===== src/rtl/bf_pkg.sv =====
package bf_pkg;
  localparam int FW    = 32;
  localparam int WIN_W = 2 * FW;
  localparam int WB    = $clog2(FW) + 1;
  localparam int MAXB  = (FW + 7 + 7) / 8;
  localparam int IW    = $clog2(MAXB + 1);

  typedef enum logic [2:0] {
    OP_TST = 3'd0, OP_EXTU = 3'd1, OP_CHG = 3'd2, OP_EXTS = 3'd3,
    OP_CLR = 3'd4, OP_FFO  = 3'd5, OP_SET = 3'd6, OP_INS  = 3'd7
  } bf_op_e;

  typedef enum logic [2:0] {
    S_IDLE, S_RD_REQ, S_RD_WAIT, S_WR_REQ, S_WR_WAIT, S_FIN
  } bf_state_e;

  function automatic logic op_modifies(input bf_op_e op);
    return (op == OP_CHG) || (op == OP_CLR) || (op == OP_SET) || (op == OP_INS);
  endfunction
endpackage


===== src/rtl/bf_span.sv =====
module bf_span
  import bf_pkg::*;
#(
  parameter int AW = 32
) (
  input  logic [AW-1:0]      base,
  input  logic [FW-1:0]      bit_off,
  input  logic [WB-2:0]      wm1,
  output logic [AW-1:0]      first_addr,
  output logic [2:0]         boff,
  output logic [WB-1:0]      width,
  output logic [IW-1:0]      nbytes
);
  localparam int SW = WB + 1;

  always_comb begin
    width      = {1'b0, wm1} + WB'(1);
    boff       = bit_off[2:0];
    first_addr = base + AW'($signed(bit_off) >>> 3);
    nbytes     = IW'((SW'(boff) + SW'(width) + SW'(7)) >> 3);
  end
endmodule


===== src/rtl/bf_window_alu.sv =====
module bf_window_alu
  import bf_pkg::*;
(
  input  logic [WIN_W-1:0] win,
  input  logic [2:0]       boff,
  input  logic [WB-1:0]    width,
  input  bf_op_e           op,
  input  logic [FW-1:0]    src,
  input  logic [FW-1:0]    bit_off,
  output logic [WIN_W-1:0] new_win,
  output logic [FW-1:0]    result,
  output logic             flag_n,
  output logic             flag_z
);
  logic [WB-1:0]    sh;
  logic [FW-1:0]    mask_msb, fld, ins_msb, flagged;
  logic [WIN_W-1:0] m64, ins64;

  function automatic logic [WB-1:0] lead0(input logic [FW-1:0] v);
    logic [WB-1:0] cnt;
    cnt = WB'(FW);
    for (int i = 0; i < FW; i++)
      if (v[i]) cnt = WB'(FW - 1 - i);
    return cnt;
  endfunction

  always_comb begin
    sh       = WB'(FW) - width;
    mask_msb = {FW{1'b1}} << sh;
    fld      = FW'((win << boff) >> FW) & mask_msb;
    m64      = {mask_msb, {FW{1'b0}}} >> boff;
    ins_msb  = src << sh;
    ins64    = {ins_msb, {FW{1'b0}}} >> boff;
    flagged  = (op == OP_INS) ? ins_msb : fld;
    flag_n   = flagged[FW-1];
    flag_z   = (flagged == '0);

    unique case (op)
      OP_SET:  new_win = win | m64;
      OP_CLR:  new_win = win & ~m64;
      OP_CHG:  new_win = win ^ m64;
      OP_INS:  new_win = (win & ~m64) | ins64;
      default: new_win = win;
    endcase

    unique case (op)
      OP_EXTS: result = FW'($signed(fld) >>> sh);
      OP_FFO:  result = bit_off + FW'(lead0(fld | ~mask_msb));
      default: result = fld >> sh;
    endcase
  end
endmodule


===== src/rtl/bfmem_seq.sv =====
module bfmem_seq
  import bf_pkg::*;
#(
  parameter int AW = 32
) (
  input  logic          clk,
  input  logic          rst_n,
  input  logic          start_i,
  input  logic [2:0]    op_i,
  input  logic [AW-1:0] base_i,
  input  logic [31:0]   off_i,
  input  logic [4:0]    wm1_i,
  input  logic [31:0]   src_i,
  output logic          mem_req_valid,
  input  logic          mem_req_ready,
  output logic          mem_req_write,
  output logic          mem_req_wint,
  output logic [AW-1:0] mem_req_addr,
  output logic [7:0]    mem_req_wdata,
  input  logic          mem_rsp_valid,
  input  logic          mem_rsp_fault,
  input  logic [7:0]    mem_rsp_data,
  output logic          done_o,
  output logic          error_o,
  output logic [31:0]   result_o,
  output logic          flag_n_o,
  output logic          flag_z_o
);
  bf_state_e        state_q;
  bf_op_e           op_q;
  logic [AW-1:0]    base_q;
  logic [FW-1:0]    off_q, src_q;
  logic [WB-2:0]    wm1_q;
  logic [IW-1:0]    idx_q;
  logic [WIN_W-1:0] win_q;

  logic [AW-1:0]    first_addr;
  logic [2:0]       boff;
  logic [WB-1:0]    width;
  logic [IW-1:0]    nbytes;
  logic [WIN_W-1:0] new_win;
  logic [FW-1:0]    alu_res;
  logic             alu_n, alu_z, last_beat, modifies;

  bf_span #(.AW(AW)) span_i (
    .base(base_q), .bit_off(off_q), .wm1(wm1_q),
    .first_addr(first_addr), .boff(boff), .width(width), .nbytes(nbytes)
  );

  bf_window_alu alu_i (
    .win(win_q), .boff(boff), .width(width), .op(op_q), .src(src_q),
    .bit_off(off_q), .new_win(new_win), .result(alu_res),
    .flag_n(alu_n), .flag_z(alu_z)
  );

  assign last_beat     = (idx_q == nbytes - IW'(1));
  assign modifies      = op_modifies(op_q);
  assign mem_req_valid = (state_q == S_RD_REQ) || (state_q == S_WR_REQ);
  assign mem_req_write = (state_q == S_WR_REQ);
  assign mem_req_wint  = (state_q == S_RD_REQ) && modifies;
  assign mem_req_addr  = first_addr + AW'(idx_q);
  assign mem_req_wdata = new_win[WIN_W-1-8*idx_q -: 8];

  always_ff @(posedge clk or negedge rst_n) begin
    if (!rst_n) begin
      state_q  <= S_IDLE;
      op_q     <= OP_TST;
      base_q   <= '0;
      off_q    <= '0;
      src_q    <= '0;
      wm1_q    <= '0;
      idx_q    <= '0;
      win_q    <= '0;
      done_o   <= 1'b0;
      error_o  <= 1'b0;
      result_o <= '0;
      flag_n_o <= 1'b0;
      flag_z_o <= 1'b0;
    end else begin
      done_o  <= 1'b0;
      error_o <= 1'b0;
      unique case (state_q)
        S_IDLE: if (start_i) begin
          op_q    <= bf_op_e'(op_i);
          base_q  <= base_i;
          off_q   <= off_i;
          src_q   <= src_i;
          wm1_q   <= wm1_i;
          idx_q   <= '0;
          win_q   <= '0;
          state_q <= S_RD_REQ;
        end
        S_RD_REQ: if (mem_req_ready) state_q <= S_RD_WAIT;
        S_RD_WAIT: if (mem_rsp_valid) begin
          if (mem_rsp_fault) begin
            error_o <= 1'b1;
            state_q <= S_IDLE;
          end else begin
            win_q[WIN_W-1-8*idx_q -: 8] <= mem_rsp_data;
            if (last_beat) begin
              idx_q   <= '0;
              state_q <= modifies ? S_WR_REQ : S_FIN;
            end else begin
              idx_q   <= idx_q + IW'(1);
              state_q <= S_RD_REQ;
            end
          end
        end
        S_WR_REQ: if (mem_req_ready) state_q <= S_WR_WAIT;
        S_WR_WAIT: if (mem_rsp_valid) begin
          if (mem_rsp_fault) begin
            error_o <= 1'b1;
            state_q <= S_IDLE;
          end else if (last_beat) begin
            state_q <= S_FIN;
          end else begin
            idx_q   <= idx_q + IW'(1);
            state_q <= S_WR_REQ;
          end
        end
        S_FIN: begin
          done_o   <= 1'b1;
          result_o <= alu_res;
          flag_n_o <= alu_n;
          flag_z_o <= alu_z;
          state_q  <= S_IDLE;
        end
        default: state_q <= S_IDLE;
      endcase
    end
  end

  // Request held under back-pressure
  assert_req_hold_R12: assert property (@(posedge clk) disable iff (!rst_n)
    (mem_req_valid && !mem_req_ready) |=>
      (mem_req_valid && $stable(mem_req_addr) && $stable(mem_req_write) &&
       $stable(mem_req_wint) && $stable(mem_req_wdata)));

  // Beat index stays inside the computed span
  assert_beat_in_span_R2: assert property (@(posedge clk) disable iff (!rst_n)
    mem_req_valid |-> (idx_q < nbytes));

  // Write beats only for modifying operations
  assert_write_only_modify_R9: assert property (@(posedge clk) disable iff (!rst_n)
    (mem_req_valid && mem_req_write) |-> op_modifies(op_q));

  // A fault leaves the committed outputs alone and never pairs with done
  assert_fault_no_commit_R10: assert property (@(posedge clk) disable iff (!rst_n)
    error_o |-> (!done_o && $stable(result_o) && $stable(flag_n_o) && $stable(flag_z_o)));

  // Write intent on reads follows the operation class
  assert_intent_R11: assert property (@(posedge clk) disable iff (!rst_n)
    (mem_req_valid && !mem_req_write) |-> (mem_req_wint == op_modifies(op_q)));

  // Done is a single-cycle pulse
  assert_done_pulse_R13: assert property (@(posedge clk) disable iff (!rst_n)
    done_o |=> !done_o);
endmodule


===== config.mk =====
export PLATFORM = sky130hd
export DESIGN_NAME = bfmem_seq
export DESIGN_NICKNAME = d
export VERILOG_FILES = /design/src/rtl/bf_pkg.sv /design/src/rtl/bf_span.sv /design/src/rtl/bf_window_alu.sv /design/src/rtl/bfmem_seq.sv
export SDC_FILE = /design/constraint.sdc
export NUM_CORES = 1
export LEC_CHECK = 0
export BUFFER_PORTS_ARGS = -buffer_cell sky130_fd_sc_hd__buf_2
export CORE_UTILIZATION = 30
export DETAILED_ROUTE_END_ITERATION = 6
export GPL_ROUTABILITY_DRIVEN = 1
export PLACE_DENSITY = 0.52
export SLEW_MARGIN = 10
export SYNTH_ARGS = -nofsm -noshare
export SYNTH_HDL_FRONTEND = slang
export SYNTH_HIERARCHICAL = 1
export SYNTH_SLANG_ARGS = --single-unit
export TNS_END_PERCENT = 30

===== constraint.sdc =====
create_clock -name clk -period 13.8 [get_ports clk]
set_clock_uncertainty 0.15 [all_clocks]
set_input_delay 1.38 -clock clk [delete_from_list [all_inputs] [get_ports clk]]
set_output_delay 1.38 -clock clk [all_outputs]
set_load 0.02 [all_outputs]

==> qor.csv, run 1 <==
stage,metric,value,unit
run_status,status,completed,
setup_path,Top delay family on crit path,buffers and inverters,
synthesis,syn nets,3169,
clocking,clk slew on worst S/H paths,60,ps
synthesis,Synth cell types,108,
routing,initial drt markers,3085,
synthesis,sequential share of the synthesized area,21.34,%
finish,final net count,3216,
setup_path,crit start category,flop,
global_routing,grt total ovfl,0,
setup_path,crit path buf inv count,5,
sta,RSZ-0062 raised after global routing,no,
setup_path,CP endpoint kind,output port,
floorplan,starting density of the core,30.43,%
synthesis,Syn Area/Cell,8.449,um2
clocking,Post-CTS Setup Bufs,0,
sta,setup ws final,5270,ps
sta,slew of the pin with the lowest slew margin,1100,ps
clocking,clock root cell,clkbuf_16,
floorplan,Die Height,288.5,um
clocking,CTS tree,done,
sta,Final Setup Violations,0,
synthesis,count of state elements after synthesis,210,
sta,Slew Limit Fails,0,
place,GPL Wtd Cong,0.9896,
routing,final wirelength,104200,um
routing,vias,24990,
global_routing,largest net degree at the start of global routing,89,
flow_run,max-cap viol count,0,
clocking,clk sinks,210,
floorplan,Ports,197,
sta,Max-slew headroom,26.66,%
place,DP HPWL,78440,um
synthesis,mapped cell area,24630,um2
global_routing,GRT Total Usage,24.33,%
clocking,htree depth,1,
finish,Post-Route Utilization,33.63,%
place,Port Buf Inserts,196,
setup_path,crit path DAT,7000,ps
setup_path,CP max FO,39,
global_routing,global-route wire length before repair,154900,um
floorplan,Die X,288.5,um
synthesis,Syn. warnings,6,
clocking,CTS Hold Bufs,0,
synthesis,Main synth FF type,dfrtp_1,
sta,Max Fclk,0.1172,GHz
floorplan,row cnt,104,
sta,post-route minimum period,8531,ps
setup_path,"critical path, cell by cell","clkinv_2, inv_1, ha_1, nor3b_1, xnor2_2, buf_4, nand2_1, buf_4, o31ai_1, o21ai_0, o21ai_0, mux2i_1, ha_1, o21ai_0, a21oi_1, nor2_1, and3_1, a311oi_1, mux4_2, nand2_1, nand2_1, buf_2",
clocking,CTS-repair resized insts,0,
min_path,Hold Path Class,flop to flop,
synthesis,cells after synthesis,2915,
synthesis,number of enable flip-flop cells after synthesis,0,
sta,fin crit share,61.82,%
setup_path,CP max stage delay,630,ps
sta,setup TNS,0,ps
clocking,Skew-Pair Late Insertion Delay,550,ps
floorplan,die area,83240,um2
global_routing,vias in the first global route,23100,
routing,post-DR wirelength/cell,25.79,um
routing,drt drc,0,
synthesis,async set-reset flop share out of synthesis,100.0,%
setup_path,Critical Path RT,12270,ps
routing,Routed Antenna Nets,0,
global_routing,antenna violations before repair,6,
place,pre-CTS WS,5937,ps
setup_path,slowest library cell on the worst path,clkinv_2,
finish,layout cells sized above 1,21.93,%
clocking,TritonCTS Buffers,23,
floorplan,area of the core,80940,um2
sta,final number of hold-violating endpoints,0,
clocking,CTS Buffer Depth,3,
setup_path,crit path kind,flop to output port,
routing,vias per cell,6.182,
routing,DR pass1 iterations,6,
finish,Area Growth Syn to Fin,10.51,%
setup_path,FF-to-FF setup slack,5930,ps
final timing paths:
| check | start | to | cells after the start |
|---|---|---|---|
| max in group asynchronous | rst_n | off_q[1] | 3 |
| hold reg to reg | win_q[4] | win_q[4] | 2 |
| setup reg to reg | wm1_q[0] | result_o[9] | 24 |
| hold / removal | win_q[4] | win_q[4] | 2 |
| setup / recovery | wm1_q[0] | mem_req_wdata[0] | 22 |
| min in group asynchronous | rst_n | error_o | 1 |
cell type report:
cell class	count	area [um2]
clock buffers	31	635.6
repair buffers	256	1441
diodes	5	12.51
multi-input cells	2372	18040
well taps	1060	1326
inverters	99	372.9
fillers	8568	53720
flip-flops and latches	210	5269
clock inverters	9	113.9
per-stage QoR:
stage | cells | cell area [um2] | hold slack (ps)
global route | 4041 | 27210 | 349.6
global placement | 3997 | 26450 | 307.4
detailed placement | 3997 | 26450 | 310.7
floorplan | 2915 | 24630 | 295.7
finish | 4042 | 27220 | 322.7
CTS | 4037 | 27200 | 324.8
layout by cell type, fill, tap and decap left out, types with 11 or more instances in the layout:
master / count
nor2_1: 248
dfrtp_1: 205
o21a_1: 15
a211oi_1: 37
a21o_1: 32
or3_1: 16
nand4_1: 39
o21ai_0: 183
mux2_2: 195
o22ai_1: 48
nor4_1: 22
o211ai_1: 43
mux4_2: 89
a221oi_1: 27
nor2b_1: 13
nor3_1: 60
a22oi_1: 28
ha_1: 132
o32ai_1: 13
a311oi_1: 13
nand2_1: 268
nand3_1: 85
o221ai_1: 21
buf_2: 195
a211o_1: 12
mux2i_1: 82
xnor2_1: 54
and2_1: 19
o31ai_1: 28
clkbuf_16: 23
buf_4: 60
inv_1: 94
nand2b_1: 23
a21oi_1: 182
o2111ai_1: 11
a31oi_1: 26
a22o_1: 45
and3_1: 20
xor2_1: 40
logic make-up after synthesis:
logic type | Yosys count | share of synthesized area, %
flip-flops | 210 | 21.34
AND/OR/NAND/NOR | 893 | 17.52
buffers and inverters | 333 | 5.776
AO/OA/AOI/OAI | 878 | 24.46
adder cells (fa/ha/maj) | 136 | 7.001
XOR/XNOR | 99 | 3.521
multiplexers | 366 | 20.39
flip-flops by register name (all words and copies together) (netlist names), 5 cells and up:
| signal | flops |
|---|---|
| win_q | 64 |
| base_q | 32 |
| off_q | 32 |
| result_o | 32 |
| src_q | 32 |
| wm1_q | 5 |
Yosys cell counts (28+ instances only):
cell	n	share of area, %
o22ai_1	48	1.2
nand4_1	39	0.99
mux4_2	89	8.1
mux2i_1	82	3.3
nor3_1	60	1.2
buf_2	37	0.75
nand2_1	269	4.1
a22oi_1	28	0.85
buf_1	30	0.46
a21o_1	32	0.98
inv_1	95	1.4
a211oi_1	37	1.1
dfrtp_1	210	21
o21ai_0	183	3.7
nand3_1	85	1.7
o211ai_1	43	1.3
mux2_2	195	8.9
xnor2_1	57	2.0
nor2_1	250	3.8
clkbuf_1	144	2.2
a22o_1	45	1.6
a21oi_1	182	3.7
o31ai_1	28	0.85
ha_1	133	6.8
xor2_1	42	1.5
worst register-to-register path, stage by stage (launching register included):
cell and delay (ps):
dfrtp_1 410, clkinv_2 630, inv_1 260, ha_1 580
nor3b_1 570, xnor2_2 160, buf_4 350, nand2_1 410
buf_4 360, o31ai_1 110, buf_4 240, nand2_1 130
or4_1 500, a311oi_1 320, nor3_1 130, ha_1 280
a21o_1 180, a21oi_1 310, o21ai_0 240, and3_1 330
a31oi_1 440, nand2_1 100, a31oi_1 170, a211oi_1 70
mux2_2 290
layer usage:
layer  vias to the layer above  part of all wire, %  global-route usage, %  wire length [um]
li1                      11140                    -                      -                 -
met1                     12260                   43                  34.48             44750
met2                      1369                   45                  37.51             46520
met3                       218                  8.8                  3.444              9156
met4                         2                  3.6                  8.492              3792
met5                         -                0.022                      0                23
Power of run 1 is left out: the tool's default activity adds up to more than one toggle a clock period on the data nets, which glitch-free logic cannot reach.
==> run 2: changes to the inputs <==
- clock period: 13.8 -> 7.87 ns (I/O delays scaled with it)
==> run 2 against run 1 <==
  * The flow now finishes with violations (DRC)
  * Via count increased by 0.81%
  * Core utilization increased by 0.17 points
  * Sequential cell count unchanged
  * First-iteration DRC count decreased by 6.3%
  * Register-to-register slack got worse by 5200 ps
  * Sequential share of layout area decreased by 0.095 points
  * Count of clock-buffer cells in the layout increased by 3
  * Global-route usage increased by 0.64 points
  * Critical path type unchanged
  * Critical path depth unchanged
  * Cell count increased by 0.42%
  * Non-clock buffer count increased by 14
==> qor.csv, run 2 (synthesized netlist as in run 1, its figures left out) <==
stage,metric,value,unit,change
floorplan,Die X,288.5,um,unchanged
setup_path,crit start category,flop,,unchanged
clocking,CTS-repair resized insts,0,,unchanged
finish,FF/Latch Area,5269,um2,unchanged
routing,Routed Antenna Nets,0,,unchanged
sta,Max Fclk,0.1354,GHz,
floorplan,die area,83240,um2,unchanged
routing,initial drt markers,2890,,was 3085
sta,Slew Limit Fails,0,,unchanged
setup_path,Critical Path RT,6930,ps,was 12270 ps
setup_path,CP endpoint kind,output port,,unchanged
sta,final number of hold-violating endpoints,0,,unchanged
finish,final net count,3231,,was 3216
floorplan,Ports,197,,unchanged
clocking,CTS Hold Bufs,0,,unchanged
clocking,clk sinks,210,,unchanged
min_path,Hold Path Class,input pin to asynchronous set/reset pin,,was flop to flop
setup_path,crit path DAT,6450,ps,was 7000 ps
place,Port Buf Inserts,196,,unchanged
clocking,clk slew on worst S/H paths,60,ps,about the same
sta,RSZ-0062 raised after global routing,no,,unchanged
finish,multi-input logic area,18040,um2,about the same
clocking,TritonCTS Buffers,24,,was 23
global_routing,vias in the first global route,23560,,was 23100
clocking,clock root cell,clkbuf_16,,unchanged
run_status,status,finished with violations,,was completed
finish,Largest register FFs,64,,unchanged
routing,drt drc,2,,was 0
setup_path,CP max FO,48,,was 39
finish,Largest Register,win_q,,unchanged
global_routing,grt total ovfl,0,,unchanged
floorplan,Die Height,288.5,um,unchanged
routing,vias,25190,,was 24990
sta,setup TNS,0,ps,unchanged
run_status,failing checks,DRC,,
routing,vias per cell,6.206,,was 6.182
global_routing,global-route wire length before repair,158700,um,was 154900 um
clocking,htree depth,1,,unchanged
sta,post-route minimum period,7383,ps,
finish,fill cell count,8582,,was 8568
sta,Final Setup Violations,0,,unchanged
routing,DR pass1 iterations,7,,was 6
place,DP HPWL,80850,um,was 78440 um
setup_path,crit path kind,flop to output port,,unchanged
global_routing,largest net degree at the start of global routing,135,,was 89
clocking,CTS Buffer Depth,3,,unchanged
place,GPL Wtd Cong,0.9754,,was 0.9896
finish,"commonest non-fill, non-tap cells in the layout","nand2_1 (268), nor2_1 (248), dfrtp_1 (205)",,unchanged
global_routing,GRT Total Usage,24.97,%,was 24.33%
floorplan,starting density of the core,30.43,%,unchanged
clocking,CTS tree,done,,unchanged
clocking,Skew-Pair Late Insertion Delay,570,ps,was 550 ps
sta,Max-slew headroom,19.27,%,was 26.66%
finish,"commonest non-fill, non-tap cell in the layout",nand2_1,,unchanged
finish,Area Growth Syn to Fin,11.05,%,was 10.51%
global_routing,antenna violations before repair,3,,was 6
floorplan,row cnt,104,,unchanged
sta,fin crit share,93.81,%,
routing,post-DR wirelength/cell,26.32,um,was 25.79 um
finish,layout cells sized above 1,22.37,%,was 21.93%
flow_run,max-cap viol count,0,,unchanged
routing,final wirelength,106800,um,was 104200 um
clocking,Post-CTS Setup Bufs,0,,unchanged
floorplan,area of the core,80940,um2,unchanged
sta,slew of the pin with the lowest slew margin,1206,ps,was 1100 ps
-- run 2: changes by cell type in the layout (fill, tap and decap cells not counted) --
cell,before,now
nor2_4,3,2
buf_12,0,1
inv_8,1,0
clkbuf_8,3,4
clkinv_4,1,0
buf_4,60,73
clkinv_8,0,1
clkinv_2,3,6
bufinv_16,2,1
diode_2,5,4
nor2_2,1,2
clkbuf_16,23,24
clkbuf_1,5,6
-- run 2: area by class of cell --
class / count / share of cell area (%)
antenna: 4 / 0.03660
clock buffer: 34 / 2.480
clock inverter: 10 / 0.3477
inverter: 99 / 1.363
multi-input combinational: 2372 / 65.96
sequential: 210 / 19.26
tap: 1060 / 4.849
timing repair buffer: 270 / 5.700
-- run 2: final timing paths --
path                                start          endpoint  slack (ps)  depth (start not counted)
worst max register to register   wm1_q[0]      result_o[18]         750                         24
worst max-delay path             wm1_q[0]  mem_req_wdata[4]         490                         22
min in group clk                off_i[26]         off_q[26]         300                          2
worst min register to register   win_q[5]          win_q[5]         330                          2
max in group asynchronous           rst_n          off_q[1]        6150                          2
worst min-delay path                rst_n        state_q[2]          50                          1
-- run 2: worst max-delay path: stages, from the launching register on --
cell and delay, ps:
dfrtp_1 400, clkinv_2 170, inv_1 120, buf_4 400
ha_4 640, inv_1 320, buf_4 290, nor2_1 450
a21oi_1 340, mux2_2 390, o21ai_0 380, nor2_1 70
a21oi_1 240, ha_1 220, nor2_1 50, a21oi_1 120
o21ai_0 80, a221oi_1 280, a21oi_1 60, mux4_2 500
nand2_1 90, nand2_1 60, buf_2 150
-- run 2: metal layers --
metal / vias to the layer above / track usage (%) / part of all wire, %
met5: - / 0 / 0
met4: 0 / 7.910 / 3.4
met3: 192 / 3.065 / 8.4
met2: 1320 / 38.40 / 45
met1: 12500 / 36.07 / 43
li1: 11180 / - / -
-- run 2: per-stage QoR --
step / setup WS, ps / hold WS, ps / cells / util [%] / area (um2)
CTS: 554.8 / 71.41 / 4055 / 33.78 / 27340
floorplan: 575.8 / 295.7 / 2915 / - / 24630
global route: 76.21 / 96.27 / 4058 / 33.79 / 27350
finish: 486.9 / 53.45 / 4059 / 33.79 / 27350
detailed placement: 979.5 / 315.7 / 4011 / 32.82 / 26570
global placement: 1132 / 306.3 / 4011 / 32.82 / 26570
Power of run 2 is left out for the same reason.
